===== src/rtl/tk_pkg.sv =====
package tk_pkg;
    localparam int unsigned TK_IDX_W = 3;

    localparam logic [TK_IDX_W-1:0] IDX_SEC   = 3'd0;
    localparam logic [TK_IDX_W-1:0] IDX_TICK  = 3'd1;
    localparam logic [TK_IDX_W-1:0] IDX_EDGE  = 3'd2;
    localparam logic [TK_IDX_W-1:0] IDX_IMM   = 3'd3;
    localparam logic [TK_IDX_W-1:0] IDX_WRAP  = 3'd4;

    typedef enum logic [1:0] {
        TK_IDLE       = 2'd0,
        TK_WAIT_PULSE = 2'd1,
        TK_LOAD_NOW   = 2'd2
    } tk_state_e;
endpackage


===== src/rtl/tk_pulse_edge.sv =====
module tk_pulse_edge #(
    parameter int unsigned SYNC_STAGES = 2
) (
    input  logic clk,
    input  logic rst,
    input  logic pulse_async,
    input  logic rise_sel,
    output logic edge_evt
);
    logic [SYNC_STAGES-1:0] sync_q;
    logic                   last_q;
    logic                   cur;

    assign cur = sync_q[SYNC_STAGES-1];

    always_ff @(posedge clk) begin
        if (rst) begin
            sync_q <= '0;
            last_q <= 1'b0;
        end else begin
            sync_q <= {sync_q[SYNC_STAGES-2:0], pulse_async};
            last_q <= cur;
        end
    end

    always_comb begin
        if (rise_sel) edge_evt = cur & ~last_q;
        else          edge_evt = ~cur & last_q;
    end
endmodule


===== src/rtl/tk_cfg_bank.sv =====
module tk_cfg_bank
    import tk_pkg::*;
#(
    parameter int unsigned DATA_W    = 32,
    parameter int unsigned WRAP_INIT = 100000000
) (
    input  logic                clk,
    input  logic                rst,
    input  logic                cfg_wr,
    input  logic [TK_IDX_W-1:0] cfg_idx,
    input  logic [DATA_W-1:0]   cfg_data,
    output logic [DATA_W-1:0]   sec_stage,
    output logic [DATA_W-1:0]   tick_stage,
    output logic                rise_sel,
    output logic                imm_q,
    output logic [DATA_W-1:0]   wrap_q,
    output logic                sec_wr
);
    localparam logic [DATA_W-1:0] WRAP_RST = DATA_W'(WRAP_INIT);

    assign sec_wr = cfg_wr && (cfg_idx == IDX_SEC);

    always_ff @(posedge clk) begin
        if (rst) begin
            sec_stage  <= '0;
            tick_stage <= '0;
            rise_sel   <= 1'b0;
            imm_q      <= 1'b0;
            wrap_q     <= WRAP_RST;
        end else if (cfg_wr) begin
            unique case (cfg_idx)
                IDX_SEC:  sec_stage  <= cfg_data;
                IDX_TICK: tick_stage <= cfg_data;
                IDX_EDGE: rise_sel   <= cfg_data[0];
                IDX_IMM:  imm_q      <= cfg_data[0];
                IDX_WRAP: wrap_q     <= cfg_data;
                default:  ;
            endcase
        end
    end
endmodule


===== src/rtl/tk_load_ctrl.sv =====
module tk_load_ctrl
    import tk_pkg::*;
(
    input  logic      clk,
    input  logic      rst,
    input  logic      sec_wr,
    input  logic      imm_q,
    input  logic      edge_evt,
    output logic      load_go,
    output tk_state_e state_q
);
    tk_state_e state_d;

    always_ff @(posedge clk) begin
        if (rst) state_q <= TK_IDLE;
        else     state_q <= state_d;
    end

    always_comb begin
        state_d = state_q;
        if (sec_wr) begin
            state_d = imm_q ? TK_LOAD_NOW : TK_WAIT_PULSE;
        end else begin
            unique case (state_q)
                TK_IDLE:       state_d = TK_IDLE;
                TK_WAIT_PULSE: if (edge_evt) state_d = TK_IDLE;
                TK_LOAD_NOW:   state_d = TK_IDLE;
                default:       state_d = TK_IDLE;
            endcase
        end
    end

    always_comb begin
        unique case (state_q)
            TK_IDLE:       load_go = 1'b0;
            TK_WAIT_PULSE: load_go = edge_evt;
            TK_LOAD_NOW:   load_go = 1'b1;
            default:       load_go = 1'b0;
        endcase
    end
endmodule


===== src/rtl/pps_timekeeper.sv =====
module pps_timekeeper
    import tk_pkg::*;
#(
    parameter int unsigned DATA_W    = 32,
    parameter int unsigned WRAP_INIT = 100000000
) (
    input  logic                clk,
    input  logic                rst,
    input  logic                cfg_wr,
    input  logic [TK_IDX_W-1:0] cfg_idx,
    input  logic [DATA_W-1:0]   cfg_data,
    input  logic                pps_in,
    output logic [DATA_W-1:0]   now_sec,
    output logic [DATA_W-1:0]   now_tick,
    output logic [DATA_W-1:0]   cap_sec,
    output logic [DATA_W-1:0]   cap_tick
);
    logic [DATA_W-1:0] sec_stage, tick_stage, wrap_q;
    logic              rise_sel, imm_q, sec_wr, edge_evt, load_go;
    tk_state_e         state_q;

    tk_cfg_bank #(.DATA_W(DATA_W), .WRAP_INIT(WRAP_INIT)) u_cfg (
        .clk(clk), .rst(rst), .cfg_wr(cfg_wr), .cfg_idx(cfg_idx),
        .cfg_data(cfg_data), .sec_stage(sec_stage), .tick_stage(tick_stage),
        .rise_sel(rise_sel), .imm_q(imm_q), .wrap_q(wrap_q), .sec_wr(sec_wr)
    );

    tk_pulse_edge #(.SYNC_STAGES(2)) u_edge (
        .clk(clk), .rst(rst), .pulse_async(pps_in),
        .rise_sel(rise_sel), .edge_evt(edge_evt)
    );

    tk_load_ctrl u_ctrl (
        .clk(clk), .rst(rst), .sec_wr(sec_wr), .imm_q(imm_q),
        .edge_evt(edge_evt), .load_go(load_go), .state_q(state_q)
    );

    logic at_wrap;
    assign at_wrap = (now_tick >= wrap_q - 1'b1);

    always_ff @(posedge clk) begin
        if (rst) begin
            now_sec  <= '0;
            now_tick <= '0;
        end else if (load_go) begin
            now_sec  <= sec_stage;
            now_tick <= tick_stage;
        end else if (at_wrap) begin
            now_sec  <= now_sec + 1'b1;
            now_tick <= '0;
        end else begin
            now_tick <= now_tick + 1'b1;
        end
    end

    always_ff @(posedge clk) begin
        if (rst) begin
            cap_sec  <= '0;
            cap_tick <= '0;
        end else if (edge_evt) begin
            cap_sec  <= now_sec;
            cap_tick <= now_tick;
        end
    end
endmodule


===== config.mk =====
export PLATFORM = sky130hd
export DESIGN_NAME = pps_timekeeper
export DESIGN_NICKNAME = d
export VERILOG_FILES = /design/src/rtl/tk_pkg.sv /design/src/rtl/tk_pulse_edge.sv /design/src/rtl/tk_cfg_bank.sv /design/src/rtl/tk_load_ctrl.sv /design/src/rtl/pps_timekeeper.sv
export SDC_FILE = /design/constraint.sdc
export NUM_CORES = 1
export LEC_CHECK = 0
export ABC_AREA = 1
export BUFFER_PORTS_ARGS = -buffer_cell sky130_fd_sc_hd__buf_4
export CAP_MARGIN = 25
export CELL_PAD_IN_SITES_DETAIL_PLACEMENT = 1
export CELL_PAD_IN_SITES_GLOBAL_PLACEMENT = 1
export CORE_MARGIN = 4
export CORE_UTILIZATION = 41
export CTS_CLUSTER_DIAMETER = 30
export CTS_CLUSTER_SIZE = 20
export DETAILED_ROUTE_END_ITERATION = 12
export PLACE_DENSITY_LB_ADDON = 0.15
export SETUP_SLACK_MARGIN = 0.02
export SYNTH_ARGS = -nofsm -noshare
export SYNTH_HDL_FRONTEND = slang
export SYNTH_SLANG_ARGS = --single-unit

===== constraint.sdc =====
create_clock -name clk -period 4.15 [get_ports clk]
set_input_delay 0.415 -clock clk [delete_from_list [all_inputs] [get_ports clk]]
set_output_delay 0.415 -clock clk [all_outputs]
set_load 0.1 [all_outputs]

==> results.md, run 1 <==
- Final net count: 1849
- DR DRC count: 0
- Commonest cells after routing, fill and taps aside: 291 x nor2_1, 238 x nand2_1, 231 x dfxtp_1, 184 x o21ai_0, 179 x buf_4
- N_diodes: 0
- Root Buffer Master: clkbuf_16
- Drt pass-1 iters: 5
- Worst endpoint required time: 4590 ps
- Mapped cell area: 11300 um^2
- Setup crit end kind: flop
- Final hold slack: 61.2 ps
- Hold EP: u_edge.sync_q[0]
- R2R Path Start: u_cfg.wrap_q[0]
- Detailed Route WL: 44100 um
- CTS tree: done
- Pwr dens: 498 nW/um^2
- Number of port buffers: 166
- Max Cap Violations: 0
- Hold-fix buffers, CTS: 0
- Final HPWL DP: 30600 um
- Die X-Extent: 174 um
- Starting Density: 0.419
- Overall routing resource usage: 0.282
- Setup bufs post-CTS: 0
- Final min period: 3620 ps
- Clock latency on the worst-skew pair: 570 ps
- Area of the multi-input gates: 5890 um^2
- Final worst path period share: 0.872
- Most common cell after layout, fill and taps aside: nor2_1
- Clock buffer count from CTS: 56
- Slew @ Worst Pin: 963 ps
- Final Skew: 19.7 ps
- Pin count of the biggest net entering global routing: 94
- Area occupied by registers: 4620 um^2
- First-pass GRT wire length: 69100 um
- Area leader, netlist: dfxtp_1
- Worst slew margin: 0.357
- Synth cell types: 36
- Reg2reg setup slack: 530 ps
- RSZ-0062 raised after global routing: no
- FILL cells: 3426
- Io pins: 167
- Final setup fails: 0
- Arr. time, crit path: 4070 ps
- Max Fclk: 0.276 GHz
- Pleak: 0.00646 uW
- Initial drt markers: 1013
- Crit-path slowest cell: nand2_2
- Clock Sinks: 231
- FF+latch count, synth: 231
- Post-synth top area share: 0.407
- DR vias/cell: 5.50
- Setup TNS: 0 ps
- Final hold violation count: 0
- Worst min path class: in -> reg
- Critical path class: reg -> reg
- Average size of a mapped cell: 7.02 um^2
- Register-to-Register Path Depth: 22
- Register area share after synthesis: 0.407
- Post-Syn Instances: 1617
- Die height: 174 um
- R2r endpoint: now_sec[22]
- VDD IR max: 460 uV
- Final slew viol count: 0
- Via count: 12052
- Design Power: 7400 uW
- CTS-repair resized insts: 0
- DIE AREA: 30400 um^2
- Vias in the first global route: 12339
- Initial antenna violation count: 0
- Startpoint types: flop
- Crit-path max FO: 25
- Max H-tree Level: 2
- Layout cell share with drive strength beyond 1: 0.170
- YS warnings: 0
- Hold path depth: 3
- GRT Residual Overflow: 0
- WP buf/inv: 3
- Syn nets: 1693
- Family with the most delay on the worst path: simple AND/OR/NAND/NOR gates
- Antenna Nets Post-Route: 0
- Top cells by area, synth: dfxtp_1 41%, nor2_1 9.6%, o21ai_0 8.1%
- Area of the core: 27100 um^2
- Clock Tree Buf Depth: 3
- Slowest stage delay, CP: 390 ps
- Hold Path Origin: pps_in
- Synth-to-layout area growth: 30.9%
- Worst path cell trace: inv_1 > ha_1 > nand2_1 > nor2_1 > nand3_1 > nor2_1 > and3_1 > nand2_1 > nor2_1 > xor2_1 > inv_1 > ha_1 > nand2_1 > nor2_1 > nand2_1 > a21oi_1 > nor2_4 > nand2_2 > buf_12 > nand2_1 > a21oi_1 > nor2_1
- DR WL/cell: 20.1 um
- GP Congestion: 0.910
- Std-Cell Rows: 60
- Clk pin slew, worst setup/hold paths: 50 ps
- Outcome: complete, no violations
worst max-delay path by stage:
stage,startpoint,end,slack [ps],cells past startpoint
finish,u_cfg.wrap_q[0],now_sec[22],530,22
global route,u_cfg.wrap_q[0],now_sec[22],230,22
CTS,u_cfg.wrap_q[0],now_sec[22],530,22
detailed placement,u_cfg.wrap_q[0],now_sec[22],580,20
global placement,u_cfg.wrap_q[0],now_sec[22],690,20
floorplan,u_cfg.wrap_q[0],now_sec[18],1250,18
worst reg2reg max path, delay by kind of cell, from the launching register on:
family / cells / cell delay (ps)
compound gates: 2 / 350
xor+xnor: 1 / 180
fa+ha+maj: 2 / 460
buf+inv: 3 / 420
flops: 1 / 310
simple gates: 14 / 1800
power breakdown:
part	total [uW]	switching, uW	internal [uW]
sequential	2340	47.3	2290
combinational	530	399	131
clock	4530	1410	3120
total	7400	1860	5540
stage by stage:
stage / worst slack, ps / instance area (um^2) / util / instances
after floorplan: 1250 / 11300 / - / 1617
after global placement: 685 / 12800 / 0.474 / 2086
after detailed placement: 581 / 12900 / 0.475 / 2087
after CTS: 533 / 14900 / 0.548 / 2193
after global routing: 228 / 14900 / 0.548 / 2193
final: 530 / 14900 / 0.548 / 2193
flip-flops by register name (all words and copies together), names as in the netlist:
name and count:
cap_sec 32, cap_tick 32, now_sec 32, now_tick 32, u_cfg.imm_q 1, u_cfg.rise_sel 1, u_cfg.sec_stage 32, u_cfg.tick_stage 32
u_cfg.wrap_q 32, u_ctrl.state_q 2, u_edge.last_q 1, u_edge.sync_q 2
kinds of logic (layout without fill, tap and decap cells):
| group | after synthesis | in the layout | share of synthesized area |
|---|---|---|---|
| flops | 231 | 231 | 0.407 |
| simple gates | 727 | 727 | 0.275 |
| buf+inv | 212 | 416 | 0.0743 |
| fa+ha+maj | 37 | 37 | 0.0408 |
| compound gates | 351 | 351 | 0.157 |
| xor+xnor | 59 | 59 | 0.0455 |
Yosys cell counts:
master,n
nor2_1,291
nand2_1,238
dfxtp_1,231
o21ai_0,184
a21oi_1,142
inv_1,123
nand3_1,89
clkbuf_1,67
xor2_1,44
ha_1,37
nand4_1,36
nor3_1,35
xnor2_1,15
o21ai_1,12
buf_2,8
buf_4,6
nor2_2,6
or2_2,5
a31oi_1,4
and3_1,4
inv_2,4
nand2_2,4
nand3b_1,4
nor2_4,4
nor4_1,4
o211ai_1,4
o21a_1,4
buf_6,2
nor3_2,2
nor3b_1,2
a21o_1,1
buf_1,1
clkinv_1,1
nand4_2,1
nor3b_2,1
or3_1,1
area by class of cell:
cell class                      instances  area share
Clock buffer                           74       0.107
Inverter                              128      0.0325
Tap cell                              372      0.0313
Sequential cell                       231       0.311
Multi-Input combinational cell       1174       0.396
Timing Repair Buffer                  182      0.0945
Clock inverter                         32      0.0269
routing by layer:
| metal | GRT usage | up-vias | wire (um) |
|---|---|---|---|
| li1 | - | 5680 | - |
| met1 | 0.403 | 5919 | 20700 |
| met2 | 0.443 | 378 | 19700 |
| met3 | 0.0428 | 75 | 2780 |
| met4 | 0.0769 | 0 | 950 |
| met5 | 0 | - | 0 |
Power figures use the tool's default switching activity.
==> inputs of run 2 (changes only) <==
Settings changed: CORE_UTILIZATION 41 to 43, CTS_BUF_LIST set to sky130_fd_sc_hd__clkbuf_2 sky130_fd_sc_hd__clkbuf_4 sky130_fd_sc_hd__clkbuf_8.
==> results.md, run 2 (synthesis results as in run 1) <==
- Vias in the first global route: 11705
- Starting Density: 0.437
- Crit-path max FO: 47
- Setup bufs post-CTS: 0
- Combinational share of power: 0.092
- Detailed Route WL: 43000 um
- Io pins: 167
- Sw Ratio: 0.271
- Initial drt markers: 827
- Outcome: complete, no violations
- Clk pin slew, worst setup/hold paths: 60 ps
- Layout cell share with drive strength beyond 1: 0.167
- Area of the core: 26000 um^2
- Clock Tree Buf Depth: 3
- Clk pwr share: 0.505
- Clock latency on the worst-skew pair: 570 ps
- Via count: 11895
- Synth-to-layout area growth: 23.4%
- Number of port buffers: 166
- Max H-tree Level: 2
- Std-Cell Rows: 59
- Final Skew: 22.0 ps
- Root Buffer Master: clkbuf_8
- Most common cell after layout, fill and taps aside: nor2_1
- Final hold violation count: 0
- DR vias/cell: 5.56
- DIE AREA: 29100 um^2
- CTS tree: done
- Final min period: 3710 ps
- Final HPWL DP: 31400 um
- N_diodes: 0
- Worst min path class: in -> reg
- Switching pwr: 1560 uW
- Clock Sinks: 231
- Overall routing resource usage: 0.291
- CTS-repair resized insts: 0
- DR WL/cell: 20.1 um
- Initial antenna violation count: 0
- Hold-fix buffers, CTS: 0
- Antenna Nets Post-Route: 0
- Setup crit end kind: flop
- Critical path class: reg -> reg
- Arr. time, crit path: 4160 ps
- Worst endpoint required time: 4600 ps
- Pin count of the biggest net entering global routing: 108
- Clock buffer count from CTS: 51
- Seq pwr share: 0.403
- Reg2reg setup slack: 440 ps
- Area post-placement: 12800 um^2
- Worst slew margin: 0.364
- Pwr dens: 412 nW/um^2
- Final setup fails: 0
- Die X-Extent: 170 um
- VDD IR max: 345 uV
- Max Cap Violations: 0
- Startpoint types: flop
- Slew @ Worst Pin: 953 ps
- RSZ-0062 raised after global routing: no
- Setup TNS: 0 ps
- Design area: 14000 um^2
- First-pass GRT wire length: 66900 um
- Max Fclk: 0.269 GHz
- GP Congestion: 0.919
- Pleak: 0.00610 uW
- Commonest cells after routing, fill and taps aside: 291 x nor2_1, 238 x nand2_1, 231 x dfxtp_1, 184 x o21ai_0, 179 x buf_4
- Final net count: 1844
- Final slew viol count: 0
- GRT Residual Overflow: 0
- DR DRC count: 0
- Final worst path period share: 0.895
- Die height: 170 um
- Drt pass-1 iters: 5
- Cell internal pwr: 4210 uW
-- run 2: area by class of cell --
type	instances	area, um^2
Inverter	128	483
Clock inverter	26	339
Timing Repair Buffer	182	1400
Multi-Input combinational cell	1174	5890
Clock buffer	65	851
Fill cell	3405	12000
Sequential cell	231	4620
Tap cell	335	419
-- run 2: worst paths after layout --
check | cells past startpoint | end | start
worst max-delay path | 19 | now_sec[22] | u_cfg.wrap_q[0]
worst min-delay path | 3 | u_edge.sync_q[0] | pps_in
worst max register to register | 19 | now_sec[22] | u_cfg.wrap_q[0]
worst min register to register | 2 | u_edge.sync_q[1] | u_edge.sync_q[0]
-- run 2: metal layers --
layer,GRT usage,share of wire,routed length (um),vias to the layer above
met5,0,0,0,-
met4,0.0684,0.023,984,0
met3,0.0499,0.070,3010,72
met2,0.437,0.43,18300,382
met1,0.436,0.48,20600,5802
li1,-,-,-,5639
-- run 2: power groups by stage --
stage,clock [uW],sequential (uW),combinational [uW]
detailed placement,0,2370,526
global route,3070,2340,571
finish,2910,2330,531
floorplan,0,2550,174
CTS,2950,2330,531
global placement,0,2370,517
-- run 2: metrics by stage --
step                      cells  hold WS (ps)  utilization  worst slack [ps]  total power, uW
after floorplan            1617           388            -              1250             2720
after global placement     2050           400        0.493               649             2890
after global routing       2141          70.4        0.539               137             5980
after CTS                  2141          35.2        0.539               357             5810
final                      2141          64.2        0.539               437             5770
after detailed placement   2050           401        0.493               508             2900
-- run 2: critical path, stage by stage, from the launching register on --
cell and delay (ps):
dfxtp_1 320, inv_1 130, ha_1 210, nand2_1 140
nor2_1 370, nand4_1 200, nor2_1 190, nand3_1 120
xor2_1 160, ha_1 280, nand2_1 60, nor2_1 160
nand4_1 140, a21oi_1 280, nor2_4 150, nand2_2 120
buf_12 210, nand2_1 70, a21oi_1 170, nor2_1 60
